<file path="src/rtl/cbm_pkg.sv">
package cbm_pkg;
  typedef enum logic [1:0] {
    TGT_FLASH = 2'd0,
    TGT_SRAM  = 2'd1,
    TGT_ZERO  = 2'd2
  } tgt_e;
endpackage

</file>
<file path="src/rtl/cbm_decode.sv">
module cbm_decode
  import cbm_pkg::*;
#(
  parameter int BANK_W     = 3,
  parameter int NUM_BANKS  = 4,
  parameter int SRAM_BYTES = 1024,
  parameter int PA_W       = BANK_W + 15
) (
  input  logic [15:0]       addr,
  input  logic [BANK_W-1:0] bank,
  input  logic              ovl,
  output tgt_e              tgt,
  output logic [PA_W-1:0]   phys,
  output logic              bank_ok,
  output logic              in_window
);
  localparam logic [31:0] WIN_LIM = 32'(SRAM_BYTES);

  logic [14:0] ofs;
  assign ofs = addr[14:0];

  // a single-bank device has no banked flash at all
  generate
    if (NUM_BANKS <= 1) begin : g_one_bank
      assign bank_ok = 1'b0;
    end else begin : g_multi_bank
      localparam logic [BANK_W:0] NB = (BANK_W+1)'(NUM_BANKS);
      assign bank_ok = ({1'b0, bank} < NB);
    end
  endgenerate

  assign in_window = addr[15] && ovl && ({17'd0, ofs} < WIN_LIM);

  always_comb begin
    if (!addr[15]) begin
      tgt  = TGT_FLASH;
      phys = PA_W'(ofs);
    end else if (in_window) begin
      tgt  = TGT_SRAM;
      phys = PA_W'(ofs);
    end else if (bank_ok) begin
      tgt  = TGT_FLASH;
      phys = {bank, ofs};
    end else begin
      tgt  = TGT_ZERO;
      phys = '0;
    end
  end
endmodule

</file>
<file path="src/rtl/cbm_sram_arb.sv">
module cbm_sram_arb #(
  parameter int SRAM_AW = 10
) (
  input  logic               clk,
  input  logic               rst_n,
  input  logic               fetch_sram,
  input  logic [SRAM_AW-1:0] fetch_ofs,
  input  logic               data_req,
  input  logic [SRAM_AW-1:0] data_addr,
  output logic               fetch_block,
  output logic               data_grant,
  output logic               sram_en,
  output logic [SRAM_AW-1:0] sram_addr,
  output logic               stall_q
);
  logic collide;

  assign collide     = fetch_sram && data_req;
  assign fetch_block = collide && !stall_q;
  assign data_grant  = data_req && !(fetch_sram && stall_q);
  assign sram_en     = data_grant || (fetch_sram && !fetch_block);
  assign sram_addr   = data_grant ? data_addr : fetch_ofs;

  // one-cycle memory of a lost fetch, giving it priority next cycle
  always_ff @(posedge clk) begin
    if (!rst_n) stall_q <= 1'b0;
    else        stall_q <= fetch_block;
  end
endmodule

</file>
<file path="src/rtl/cbm_resp.sv">
module cbm_resp
  import cbm_pkg::*;
#(
  parameter int PA_W   = 18,
  parameter int DATA_W = 8
) (
  input  logic              clk,
  input  logic              rst_n,
  input  logic              accept,
  input  tgt_e              tgt_in,
  input  logic [PA_W-1:0]   phys_in,
  input  logic              data_grant,
  input  logic [DATA_W-1:0] flash_rd_data,
  input  logic [DATA_W-1:0] sram_rd_data,
  output logic              fetch_valid,
  output tgt_e              tgt_q,
  output logic [PA_W-1:0]   phys_q,
  output logic [DATA_W-1:0] fetch_rdata,
  output logic              data_valid,
  output logic [DATA_W-1:0] data_rdata
);
  always_ff @(posedge clk) begin
    if (!rst_n) begin
      fetch_valid <= 1'b0;
      tgt_q       <= TGT_ZERO;
      phys_q      <= '0;
      data_valid  <= 1'b0;
    end else begin
      fetch_valid <= accept;
      data_valid  <= data_grant;
      if (accept) begin
        tgt_q  <= tgt_in;
        phys_q <= phys_in;
      end
    end
  end

  always_comb begin
    case (tgt_q)
      TGT_FLASH: fetch_rdata = flash_rd_data;
      TGT_SRAM:  fetch_rdata = sram_rd_data;
      default:   fetch_rdata = '0;
    endcase
  end

  assign data_rdata = sram_rd_data;
endmodule

</file>
<file path="src/rtl/code_bank_mapper.sv">
module code_bank_mapper
  import cbm_pkg::*;
#(
  parameter int BANK_W     = 3,
  parameter int NUM_BANKS  = 4,
  parameter int SRAM_BYTES = 1024,
  parameter int DATA_W     = 8,
  localparam int PA_W      = BANK_W + 15,
  localparam int SRAM_AW   = $clog2(SRAM_BYTES)
) (
  input  logic               clk,
  input  logic               rst_n,
  input  logic               fetch_req,
  input  logic [15:0]        fetch_addr,
  output logic               fetch_ready,
  input  logic [BANK_W-1:0]  bank_sel,
  input  logic               overlay_en,
  output logic               fetch_valid,
  output logic [1:0]         fetch_target,
  output logic [PA_W-1:0]    fetch_phys_addr,
  output logic [DATA_W-1:0]  fetch_rdata,
  output logic               flash_rd_en,
  output logic [PA_W-1:0]    flash_rd_addr,
  input  logic [DATA_W-1:0]  flash_rd_data,
  input  logic               data_req,
  input  logic [SRAM_AW-1:0] data_addr,
  output logic               data_grant,
  output logic               data_valid,
  output logic [DATA_W-1:0]  data_rdata,
  output logic               sram_en,
  output logic [SRAM_AW-1:0] sram_addr,
  input  logic [DATA_W-1:0]  sram_rd_data
);
  tgt_e            dec_tgt;
  logic [PA_W-1:0] dec_phys;
  logic            bank_ok;
  logic            in_window;
  logic            fetch_sram;
  logic            fetch_block;
  logic            stall_q;
  logic            accept;
  tgt_e            tgt_q;

  cbm_decode #(
    .BANK_W(BANK_W), .NUM_BANKS(NUM_BANKS),
    .SRAM_BYTES(SRAM_BYTES), .PA_W(PA_W)
  ) u_decode (
    .addr(fetch_addr), .bank(bank_sel), .ovl(overlay_en),
    .tgt(dec_tgt), .phys(dec_phys), .bank_ok(bank_ok), .in_window(in_window)
  );

  assign fetch_sram = fetch_req && (dec_tgt == TGT_SRAM);

  cbm_sram_arb #(.SRAM_AW(SRAM_AW)) u_arb (
    .clk(clk), .rst_n(rst_n),
    .fetch_sram(fetch_sram), .fetch_ofs(dec_phys[SRAM_AW-1:0]),
    .data_req(data_req), .data_addr(data_addr),
    .fetch_block(fetch_block), .data_grant(data_grant),
    .sram_en(sram_en), .sram_addr(sram_addr), .stall_q(stall_q)
  );

  assign fetch_ready   = !fetch_block;
  assign accept        = fetch_req && fetch_ready;
  assign flash_rd_en   = accept && (dec_tgt == TGT_FLASH);
  assign flash_rd_addr = dec_phys;

  cbm_resp #(.PA_W(PA_W), .DATA_W(DATA_W)) u_resp (
    .clk(clk), .rst_n(rst_n),
    .accept(accept), .tgt_in(dec_tgt), .phys_in(dec_phys),
    .data_grant(data_grant),
    .flash_rd_data(flash_rd_data), .sram_rd_data(sram_rd_data),
    .fetch_valid(fetch_valid), .tgt_q(tgt_q), .phys_q(fetch_phys_addr),
    .fetch_rdata(fetch_rdata),
    .data_valid(data_valid), .data_rdata(data_rdata)
  );

  assign fetch_target = tgt_q;
endmodule

</file>
<file path="config.mk">
export PLATFORM = sky130hd
export DESIGN_NAME = code_bank_mapper
export DESIGN_NICKNAME = d
export VERILOG_FILES = /design/src/rtl/cbm_pkg.sv /design/src/rtl/cbm_decode.sv /design/src/rtl/cbm_sram_arb.sv /design/src/rtl/cbm_resp.sv /design/src/rtl/code_bank_mapper.sv
export SDC_FILE = /design/constraint.sdc
export NUM_CORES = 1
export LEC_CHECK = 0
export ABC_AREA = 1
export ABC_CLOCK_PERIOD_IN_PS = 1700
export BUFFER_PORTS_ARGS = -buffer_cell sky130_fd_sc_hd__buf_2
export CAP_MARGIN = 40
export CELL_PAD_IN_SITES_DETAIL_PLACEMENT = 0
export CELL_PAD_IN_SITES_GLOBAL_PLACEMENT = 1
export CORE_MARGIN = 2
export CORE_UTILIZATION = 23
export CTS_BUF_LIST = sky130_fd_sc_hd__clkbuf_2 sky130_fd_sc_hd__clkbuf_4 sky130_fd_sc_hd__clkbuf_8
export CTS_CLUSTER_DIAMETER = 30
export CTS_CLUSTER_SIZE = 20
export DETAILED_ROUTE_END_ITERATION = 7
export PLACE_DENSITY_LB_ADDON = 0.08
export SLEW_MARGIN = 0
export SYNTH_ARGS = -nofsm -noshare
export SYNTH_HDL_FRONTEND = slang
export SYNTH_HIERARCHICAL = 1
export SYNTH_SLANG_ARGS = --single-unit
</file>
<file path="constraint.sdc">
create_clock -name clk -period 1.7 [get_ports clk]
set_input_delay 0.085 -clock clk [delete_from_list [all_inputs] [get_ports clk]]
set_output_delay 0.085 -clock clk [all_outputs]
set_load 0.02 [all_outputs]
</file>
==> metrics.md, run 1 <==
| Metric | Value |
|---|---|
| Std-Cell Core Area | approximately 6800 µm² |
| Via count | around 1800 |
| CP endpoint kind | output pin |
| Max Cap Viol | 0 |
| Hpwl dp | approximately 3.7 mm |
| Syn Area/Cell | approximately 6.1 µm² |
| Worst Skew | between 6 and 7 ps |
| Num Clock Sinks | 23 |
| Final WS setup | about 120 ps |
| Finished Layout Cells | roughly 470 |
| Port Buffers | about 120 |
| Nets | roughly 430 |
| Flop pwr share | about two fifths |
| Final Util | 33.59% |
| Synth Cell Area | 1618 µm² |
| Seq cells post-synth | 23 |
| Worst Hold End | u_arb/stall_q$_SDFF_PN0_ |
| FF-to-FF Start | u_arb/stall_q$_SDFF_PN0_ |
| Antenna violations before repair | 0 |
| Depth of the worst hold-timing path | 3 |
| Hold WC Path Type | in2reg |
| Post-layout minimum cycle time | ~1600 ps |
| Worst path arrival time | around 1500 ps |
| Leak | 1.403 nW |
| Antenna viol nets, final | 0 |
| HP Start | data_req |
| Global route total overflow | 0 |
| Final WL | ~4.8 mm |
| FF-to-FF setup slack | 220 ps |
| Starting density of the core | around a quarter |
| GRT Total Usage | a little under an eighth |
| CP Max Fanout | 2 |
| Run status | completed |
| Sequential area share after synthesis | between 20% and 30% |
| Clock group share of total power | around a quarter |
| Clk slew on worst S/H paths | 90 ps |
| Cell Pwr Density | around 640 nW/µm² |
| Post-route clock period utilization | roughly 90% |
| Distinct cells, synth | 18 |
| First-pass GRT wire length | approximately 7.0 mm |
| Switch Pwr | 543.4 µW |
| P&R area growth vs syn | 41.07% |
| Int Pwr | slightly above 900 µW |
| DRC | 0 |
| Ant. Diodes | 0 |
| Setup-failing EPs final | 0 |
| Detailed Route Iter0 Violations | between 40 and 50 |
| Clock Path Buffers | 2 |
| 1st-pass router iterations | 4 |
| Hold Fails Final Rpt | 0 |
| Final Max Tran Viols | 0 |
| Clk_lat worst skew | around 260 ps |
| R2R Path End | u_resp/tgt_q[1]$_SDFFE_PN1P_ |
| Clock root buffer | clkbuf_8 |
| Post-Syn Instances | between 200 and 300 |
| Avg WL per Cell | slightly above 10 µm |
| Total CTS buffers | 3 |
| Setup CP Type | in2out |
| Critical path startpoint category | input port |
| Fill count | approximately 800 |
| Vias in the first global route | 1477 |
| Vias per inst | between 3 and 4 |
| Hold_ws | around 85 ps |
| Worst r2r path cells | 8 |
| Die area | 7721 µm² |
| Slew @ Worst Pin | 534.3 ps |
| Required time worst endpoint | approximately 1600 ps |
| Comb pwr share | between 30% and 40% |
| Slew HR | between 60 and 70% |
| Site Rows | 30 |
| Die Ht | 87.87 µm |
| IO Pins | 120 |
| Maximum vdd drop | roughly 0.35 mV |
| CTS tree | done |
| Worst slack, placed | -92.93 ps |
| Syn nets | 314 |
| GPL Wtd Cong | about 0.8 |
| Switching share of power | between 30 and 40% |
| Chip width | 87.87 µm |
| FMAX | around 630 MHz |
| Synth warnings | 6 |
| Layout cells sized above 1 | 44.00% |
| DP Cell Count | between 400 and 500 |
| H-tree depth | 1 |
| Maximum number of pins on one net before global-route repair | 24 |
-- repair_timing --
item	CTS	global route
hold buffers	0	0
setup endpoints to repair	0	11
setup buffers	0	0
resized for setup	0	4
-- routing by layer --
metal	vias to the layer above	global-route usage, %	wire length (µm)
met4	0	2.098	29
met1	753	15.03	2206
met2	72	18.60	2094
li1	980	-	-
met5	-	0	0
met3	2	4.147	427
-- synth_stat cells --
library cell	number	area [µm²]
nand2_1	77	289.0
inv_1	44	165.2
nor2_1	43	161.4
dfxtp_1	23	460.4
nand3_1	19	95.09
nor2_2	15	93.84
buf_4	11	82.58
nand2_2	9	56.30
buf_6	7	78.83
a21boi_0	3	22.52
nor3_1	3	15.01
clkbuf_8	2	27.53
inv_2	2	7.510
nor2_4	2	22.52
buf_12	1	20.02
conb_1	1	3.750
nand3_2	1	10.01
or2_2	1	6.260
-- kinds of logic after synthesis --
group | Yosys count | synth area share (%)
compound gates | 3 | 1.392
simple gates | 170 | 46.33
flops | 23 | 28.46
buf+inv | 67 | 23.59
other cells | 1 | 0.2318
-- critical path, cell delays in order --
cell	delay, ps
buf_2	100
nor2_1	120
nand2_2	100
nor2_4	100
nor2_2	50
inv_1	50
nand2_1	50
nor2_1	120
inv_1	70
nor2_1	210
buf_4	160
inv_2	30
nand2_1	60
nor2_2	30
buf_2	140
-- cell type report --
cell class / instances / area, µm² / share of cell area, %
sequential: 23 / 460.4 / 20.18
clock buffer: 3 / 41.29 / 1.809
clock inverter: 1 / 5.005 / 0.2193
timing repair buffer: 128 / 689.4 / 30.21
tap: 96 / 120.1 / 5.263
inverter: 46 / 172.7 / 7.566
multi-input combinational: 174 / 793.3 / 34.76
-- sequential cells by signal, summed over array words and instances (netlist names) --
register and flops:
u_resp/phys_q 18, u_resp/tgt_q 2, u_arb/stall_q 1, u_resp/data_valid 1, u_resp/fetch_valid 1
-- layout by cell type, fill, tap and decap left out --
| cell type | n |
|---|---|
| dfxtp_1 | 23 |
| clkbuf_8 | 3 |
| nor2_4 | 3 |
| buf_6 | 1 |
| or2_2 | 1 |
| nand3_1 | 19 |
| nor2_1 | 41 |
| clkinv_2 | 1 |
| nand3_2 | 1 |
| buf_2 | 118 |
| nand2_4 | 1 |
| nand2_2 | 9 |
| buf_16 | 1 |
| a21boi_0 | 3 |
| buf_4 | 8 |
| conb_1 | 1 |
| nand2_1 | 76 |
| nor3_1 | 3 |
| nor2_2 | 16 |
| inv_1 | 44 |
| inv_2 | 2 |
-- through the flow --
step	TNS [ps]	cell area, µm²	power (mW)
after floorplan	0	1618	0.9644
after global placement	-3992	2195	1.135
after detailed placement	-732.0	2222	1.139
after CTS	0	2268	1.508
after global routing	-14.15	2282	1.583
final	0	2282	1.472
-- power by group through the flow --
stage,clock network (mW),logic [mW],registers [mW]
2_1_floorplan,0,0.319,0.646
3_3_place_gp,0,0.528,0.607
3_5_place_dp,0,0.531,0.608
4_1_cts,0.380,0.533,0.596
5_1_grt,0.400,0.582,0.601
6_report,0.350,0.526,0.595
-- how the worst max path moves through the flow --
stage | startpoint | to | slack (ps) | depth (start not counted)
floorplan | fetch_addr[10] | u_resp/phys_q[16]$_SDFFE_PN0P_ | 60 | 15
global placement | fetch_addr[15] | u_resp/tgt_q[0]$_SDFFE_PN0P_ | -230 | 13
detailed placement | fetch_addr[11] | u_resp/phys_q[16]$_SDFFE_PN0P_ | -90 | 12
CTS | fetch_addr[10] | sram_addr[7] | 60 | 12
global route | fetch_addr[13] | sram_addr[6] | -8 | 14
finish | fetch_addr[11] | flash_rd_en | 120 | 15
(Power assumes the default switching activity.)
==> inputs of run 2 (changes only) <==
- BUFFER_PORTS_ARGS: -buffer_cell sky130_fd_sc_hd__buf_2 -> -buffer_cell sky130_fd_sc_hd__buf_4
- SKIP_LAST_GASP: not set -> 1
==> run 2 against run 1 <==
  * Critical path depth is the same
  * Clock power is essentially flat
  * Setup slack gained 13 ps
  * Cell count shrank 0.21%
  * Sequential share of layout area shrank 2.3 points
  * Wire length grew 4.5%
  * Count of clock-buffer cells in the layout is the same
  * Die area is the same
  * Critical path type unchanged
  * Critical endpoint unchanged
==> metrics.md, run 2 (synthesis results as in run 1) <==
| Metric | Value |
|---|---|
| H-tree depth | 1 (unchanged) |
| Setup bufs post-CTS | 0 (unchanged) |
| Antenna violations before repair | 0 (unchanged) |
| DRC | 0 (unchanged) |
| Most frequent cells in the layout | buf_4 (125), nand2_1 (76), inv_1 (44), nor2_1 (39), dfxtp_1 (23) (was buf_2 (118), nand2_1 (76), inv_1 (44), nor2_1 (41), dfxtp_1 (23)) |
| Vias per inst | 3.857 (was 3.837) |
| Post-route clock period utilization | 91.92% (was 92.71%) |
| CP Max Fanout | 2 (unchanged) |
| Hold Fails Final Rpt | 0 (unchanged) |
| FMAX | 640.0 MHz (was 634.5 MHz) |
| P&R area growth vs syn | 59.16% (was 41.07%) |
| Nets | 425 (was 426) |
| Final Power | 1.565 mW (was 1.472 mW) |
| Detailed Route Iter0 Violations | 35 (was 42) |
| Max reg flops | 18 (unchanged) |
| Port Buffers | 118 (unchanged) |
| Maximum number of pins on one net before global-route repair | 24 (unchanged) |
| Top flop regs | u_resp/phys_q x18, u_resp/tgt_q x2 (unchanged) |
| Maximum vdd drop | 0.2114 mV (was 0.3457 mV) |
| 1st-pass router iterations | 4 (unchanged) |
| Reg with most FFs | u_resp/phys_q (unchanged) |
| Total CTS buffers | 3 (unchanged) |
| Die Ht | 87.87 µm (unchanged) |
| Worst Skew | 1.706 ps (was 6.010 ps) |
| CTS tree | done (unchanged) |
| Slew @ Worst Pin | 528.8 ps (was 534.3 ps) |
| Required time worst endpoint | 1620 ps (about the same) |
| Run status | completed (unchanged) |
| Clock Path Buffers | 2 (unchanged) |
| Worst path arrival time | 1480 ps (was 1490 ps) |
| GPL Wtd Cong | 0.7825 (was 0.7970) |
| Cell Pwr Density | 607.8 nW/µm² (was 644.9 nW/µm²) |
| Final Max Tran Viols | 0 (unchanged) |
| Critical path startpoint category | input port (unchanged) |
| First-pass GRT wire length | 7.714 mm (was 7.017 mm) |
| IO Pins | 120 (unchanged) |
| Starting density of the core | 23.81% (unchanged) |
| GRT Total Usage | 12.59% (was 11.55%) |
| Die area | 7721 µm² (unchanged) |
| Hold WC Path Type | in2reg (unchanged) |
| Setup-failing EPs final | 0 (unchanged) |
| Vias in the first global route | 1639 (was 1477) |
| Leak | 1.476 nW (was 1.403 nW) |
| Final WS setup | 137.4 ps (was 124.0 ps) |
| Post-layout minimum cycle time | 1563 ps (was 1576 ps) |
| Site Rows | 30 (unchanged) |
| Num Clock Sinks | 23 (unchanged) |
| Most common cell after layout, fill and taps aside | buf_4 (was buf_2) |
| Chip width | 87.87 µm (unchanged) |
| Clk slew on worst S/H paths | 90 ps (about the same) |
| Setup CP Type | in2out (unchanged) |
| Ant. Diodes | 0 (unchanged) |
| Hpwl dp | 3.824 mm (was 3.744 mm) |
| Std-Cell Core Area | 6794 µm² (unchanged) |
| Max Cap Viol | 0 (unchanged) |
| CP endpoint kind | output pin (unchanged) |
| Slew HR | 64.66% (was 64.30%) |
| Clk_lat worst skew | 260 ps (about the same) |
| Clock root buffer | clkbuf_8 (unchanged) |
| Antenna viol nets, final | 0 (unchanged) |
| Final WL | 4.969 mm (was 4.757 mm) |
| Layout cells sized above 1 | 44.39% (was 44.00%) |
| Avg WL per Cell | 10.57 µm (was 10.10 µm) |
| Fill count | 772 (was 802) |
| Via count | 1813 (was 1807) |
| FF-to-FF setup slack | 240 ps (was 220 ps) |
| Worst slack, placed | -76.25 ps (was -92.93 ps) |
| Global route total overflow | 0 (unchanged) |
run 2: cell count changes in the layout (fill, tap and decap cells not counted):
cell | before | now
buf_2 | 118 | 0
nor2_2 | 16 | 18
buf_4 | 8 | 125
nor2_1 | 41 | 39
run 2: metal layers:
metal,wire length (µm),GRT usage [%],part of all wire (%),vias up
met5,0,0,0,-
met4,29,2.517,0.58,0
met3,486,4.430,9.8,2
met2,2203,20.52,44,72
met1,2249,16.17,45,757
li1,-,-,-,982
run 2: critical path: stages:
cell	delay, ps
buf_4	110
nor2_1	120
nand2_2	100
nor2_4	100
nor2_2	50
inv_1	40
nand2_1	60
nor2_2	100
inv_1	60
nor2_1	220
buf_4	160
inv_2	30
nand2_1	60
nor2_2	30
buf_4	140
run 2: power breakdown:
part           total [mW]  switching (mW)  internal (mW)
clock network       0.350           0.186          0.164
registers           0.596          0.0234          0.573
logic               0.619           0.340          0.279
run 2: layout make-up:
cell class,instances,area [µm²],share of cell area (%)
inverters,46,172.7,6.706
clock inverters,1,5.005,0.1944
well taps,96,120.1,4.665
clock buffers,3,41.29,1.603
flip-flops and latches,23,460.4,17.88
multi-input cells,174,798.3,31.00
repair buffers,127,977.2,37.95
run 2: worst paths after layout:
kind / cells after the start / endpoint / from
worst min register to register: 2 / u_resp/phys_q[7]$_SDFFE_PN0P_ / u_resp/phys_q[7]$_SDFFE_PN0P_
worst min-delay path: 2 / u_resp/tgt_q[1]$_SDFFE_PN1P_ / rst_n
worst max register to register: 8 / u_resp/tgt_q[1]$_SDFFE_PN1P_ / u_arb/stall_q$_SDFF_PN0_
worst max-delay path: 15 / flash_rd_en / fetch_addr[11]
run 2: through the flow:
step | hold slack, ps | util [%] | cell area [µm²] | setup TNS, ps | std cells
floorplan | 202.2 | - | 1618 | 0 | 264
global placement | 379.0 | 36.54 | 2482 | -3664 | 465
detailed placement | 378.6 | 36.94 | 2510 | -555.5 | 466
CTS | 154.8 | 37.62 | 2556 | 0 | 470
global route | 177.9 | 37.90 | 2575 | -18.20 | 470
finish | 152.7 | 37.90 | 2575 | 0 | 470
run 2: timing repair:
action                     in CTS  in global routing
hold buffers                    0                  0
setup endpoints to repair       0                 16
resized for setup               0                  6
==> inputs of run 3 (changes only) <==
- CORE_UTILIZATION: 23 -> 22
- SYNTH_HIERARCHICAL: 1 -> not set
==> run 3 against run 2 <==
  * Clock power is 41% higher
  * Count of clock-buffer cells in the layout stayed put
  * Largest cell class unchanged
  * Critical path depth is 8 lower
  * Combinational power is 2% lower
  * Non-clock buffer count is 7 lower
  * Final area is 9.1% lower
  * Utilization is 0.63 points lower
  * Flip-flop and latch count is 1 lower
  * Sequential share of layout area is 0.94 points higher
==> metrics.md, run 3 <==
| Metric | Value |
|---|---|
| Run status | completed (unchanged) |
| Synth Cell Area | 1406 µm² (was 1618 µm²) |
| RSZ-0062 raised after global routing | false |
| CP Max Fanout | 21 (was 2) |
| Hold WC Path Type | in2reg (unchanged) |
| Antenna violations before repair | 0 (unchanged) |
| Top cell type's share of synthesized area | 31.32% (was 28.46%) |
| Site Rows | 29 (was 30) |
| Worst Skew | 2.688 ps (was 1.706 ps) |
| Maximum number of pins on one net before global-route repair | 25 (was 24) |
| Fill count | 722 (was 772) |
| 1st-pass router iterations | 4 (unchanged) |
| Final WS setup | 294.5 ps (was 137.4 ps) |
| Post-layout minimum cycle time | 1405 ps (was 1563 ps) |
| Synth warnings | 0 (was 6) |
| Most used flip-flop cell after synthesis | dfxtp_1 (unchanged) |
| Sequential cell area | 440.4 µm² (was 460.4 µm²) |
| Synth area leaders | dfxtp_1 (31%), nand2_1 (19%), nor2_1 (8.8%) (was dfxtp_1 (28%), nand2_1 (18%), inv_1 (10%)) |
| Met1 global-route usage | 15.54% (was 16.17%) |
| Number of synthesized flops with an enable pin | 0 (unchanged) |
| Most frequent cell after synthesis | nand2_1 (unchanged) |
| Setup bufs post-CTS | 0 (unchanged) |
| CTS tree | done (unchanged) |
| Post-route clock period utilization | 82.68% (was 91.92%) |
| Post-CTS Resized | 0 (unchanged) |
| FMAX | 711.5 MHz (was 640.0 MHz) |
| Via count | 1693 (was 1813) |
| Most common cell after layout, fill and taps aside | buf_4 (unchanged) |
| Maximum vdd drop | 0.2723 mV (was 0.2114 mV) |
| Setup TNS | 0 ps (unchanged) |
| Antenna viol nets, final | 0 (unchanged) |
| Area of the multi-input gates | 729.5 µm² (was 798.3 µm²) |
| Leading area contributor after synthesis | dfxtp_1 (unchanged) |
| Syn Area/Cell | 6.062 µm² (was 6.128 µm²) |
| H-tree depth | 1 (unchanged) |
| Ant. Diodes | 0 (unchanged) |
| Nets | 387 (was 425) |
| FF-to-FF Start | u_arb.stall_q$_SDFF_PN0_ (was u_arb/stall_q$_SDFF_PN0_) |
| Starting density of the core | 22.40% (was 23.81%) |
| Hold Fails Final Rpt | 0 (unchanged) |
| Distinct cells, synth | 21 (was 18) |
| Vias in the first global route | 1541 (was 1639) |
| HP Start | data_req (was rst_n) |
| Total CTS buffers | 3 (unchanged) |
| Sequential area share after synthesis | 31.32% (was 28.46%) |
| Clk slew on worst S/H paths | 80 ps (was 90 ps) |
| Final WL | 4.463 mm (was 4.969 mm) |
| Detailed Route Iter0 Violations | 42 (was 35) |
| Max Cap Viol | 0 (unchanged) |
| Avg WL per Cell | 10.81 µm (was 10.57 µm) |
| FF-to-FF setup slack | 600 ps (was 240 ps) |
| Std-Cell Core Area | 6277 µm² (was 6794 µm²) |
| M3 GR Usage | 2.770% (was 4.430%) |
| Hold_ws | 134.5 ps (was 152.7 ps) |
| Most frequent cells in the layout | buf_4 (120), nand2_1 (70), nor2_1 (33) (was buf_4 (125), nand2_1 (76), inv_1 (44), nor2_1 (39), dfxtp_1 (23)) |
| Hpwl dp | 3.495 mm (was 3.824 mm) |
| Cell Pwr Density | 711.5 nW/µm² (was 607.8 nW/µm²) |
| Chip width | 83.96 µm (was 87.87 µm) |
| Post-Syn Instances | 232 (was 264) |
| Setup-failing EPs final | 0 (unchanged) |
| Clock Path Buffers | 2 (unchanged) |
| Global route total overflow | 0 (unchanged) |
| CP endpoint kind | output pin (unchanged) |
| Top flop regs | u_resp.phys_q x17, u_resp.tgt_q x2 (was u_resp/phys_q x18, u_resp/tgt_q x2) |
| Seq cells post-synth | 22 (was 23) |
| Worst Hold End | u_resp.data_valid$_SDFF_PN0_ (was u_resp/tgt_q[1]$_SDFFE_PN1P_) |
| Met2 usage in global routing | 21.02% (was 20.52%) |
| DRC | 0 (unchanged) |
| GRT Total Usage | 12.33% (was 12.59%) |
| Reg with most FFs | u_resp.phys_q (was u_resp/phys_q) |
| Max reg flops | 17 (was 18) |
| R2R Path End | u_resp.phys_q[5]$_SDFFE_PN0P_ (was u_resp/tgt_q[1]$_SDFFE_PN1P_) |
| Clock root buffer | clkbuf_8 (unchanged) |
| IO Pins | 120 (unchanged) |
| Num Clock Sinks | 22 (was 23) |
| Final Max Tran Viols | 0 (unchanged) |
| CTS Hold Bufs | 0 (unchanged) |
| Worst slack, placed | 343.5 ps (was -76.25 ps) |
| Die Ht | 83.96 µm (was 87.87 µm) |
| Setup CP Type | reg2out (was in2out) |
| Worst path arrival time | 1320 ps (was 1480 ps) |
| Worst r2r path cells | 7 (was 8) |
| Top cells by instance count after synthesis | nand2_1 (70), nor2_1 (33), dfxtp_1 (22), inv_1 (22), nand3_1 (22) (was nand2_1 (77), inv_1 (44), nor2_1 (43)) |
| Top Usage Layer GRT | met2 (unchanged) |
| Async S/R FF share, synth | 0% (unchanged) |
| Layout cells sized above 1 | 39.88% (was 44.39%) |
| P&R area growth vs syn | 66.37% (was 59.16%) |
| First-pass GRT wire length | 7.231 mm (was 7.714 mm) |
| Vias per inst | 4.099 (was 3.857) |
| GPL Wtd Cong | 0.7096 (was 0.7825) |
| Required time worst endpoint | 1620 ps (about the same) |
| Port Buffers | 117 (was 118) |
| Depth of the worst hold-timing path | 3 (was 2) |
| Die area | 7048 µm² (was 7721 µm²) |
| Critical path startpoint category | register (was input port) |
| Leak | 1.366 nW (was 1.476 nW) |
| Clk_lat worst skew | 260 ps (about the same) |
==> run 3: cell count changes after synthesis, moves of 8 or more <==
| cell | previous run | this run |
|---|---|---|
| inv_1 | 44 | 22 |
| o21ai_1 | 0 | 10 |
| nand2_2 | 9 | 1 |
| nor2_2 | 15 | 0 |
| a21oi_1 | 0 | 12 |
| nor2_1 | 43 | 33 |
==> run 3: how the worst max path moves through the flow <==
stage                                  start      endpoint  slack, ps
floorplan                     fetch_addr[15]  sram_addr[0]        460
global placement              fetch_addr[13]  sram_addr[8]        320
detailed placement            fetch_addr[13]  sram_addr[4]        340
CTS                 u_arb.stall_q$_SDFF_PN0_  sram_addr[4]        270
global route        u_arb.stall_q$_SDFF_PN0_  sram_addr[9]        120
finish              u_arb.stall_q$_SDFF_PN0_  sram_addr[6]        290
==> run 3: cells by family after synthesis <==
family,share of synthesized area (%)
simple gates,43.51
flops,31.32
buf+inv,17.08
other cells,0.2666
compound gates,7.829
==> run 3: where the power goes <==
part / internal (mW) / leakage [nW] / total, mW / switching [mW]
clock network: 0.315 / 0.0357 / 0.494 / 0.180
registers: 0.550 / 0.182 / 0.567 / 0.0163
logic: 0.265 / 1.15 / 0.604 / 0.339
total: 1.13 / 1.37 / 1.66 / 0.535
==> run 3: through the flow <==
step / util (%) / cell area, µm² / power [mW] / std cells
after floorplan: - / 1410 / 0.9185 / 233
after global placement: 36.14 / 2268 / 1.194 / 409
after detailed placement: 36.14 / 2268 / 1.191 / 409
after CTS: 37.27 / 2340 / 1.691 / 413
after global routing: 37.27 / 2340 / 1.765 / 413
final: 37.27 / 2340 / 1.665 / 413
==> run 3: layout make-up <==
| type | count | share of cell area [%] |
|---|---|---|
| Timing Repair Buffer | 120 | 38.50 |
| Multi-Input combinational cell | 163 | 31.18 |
| Sequential cell | 22 | 18.82 |
| Inverter | 27 | 4.332 |
| Tap cell | 77 | 4.118 |
| Clock buffer | 3 | 1.765 |
| Clock inverter | 1 | 1.283 |
==> run 3: routing by layer <==
layer	routed length (µm)	part of all wire (%)
met3	326	7.3
met1	2011	45
met5	0	0
met4	41	0.92
met2	2084	47
==> run 3: worst max-delay path, cell delays in order, from the launching register on <==
cell and delay, ps:
dfxtp_1 310, inv_1 40, nand2_1 90, nand2_1 80
buf_4 230, nand2_1 80, o21ai_1 80, buf_4 150
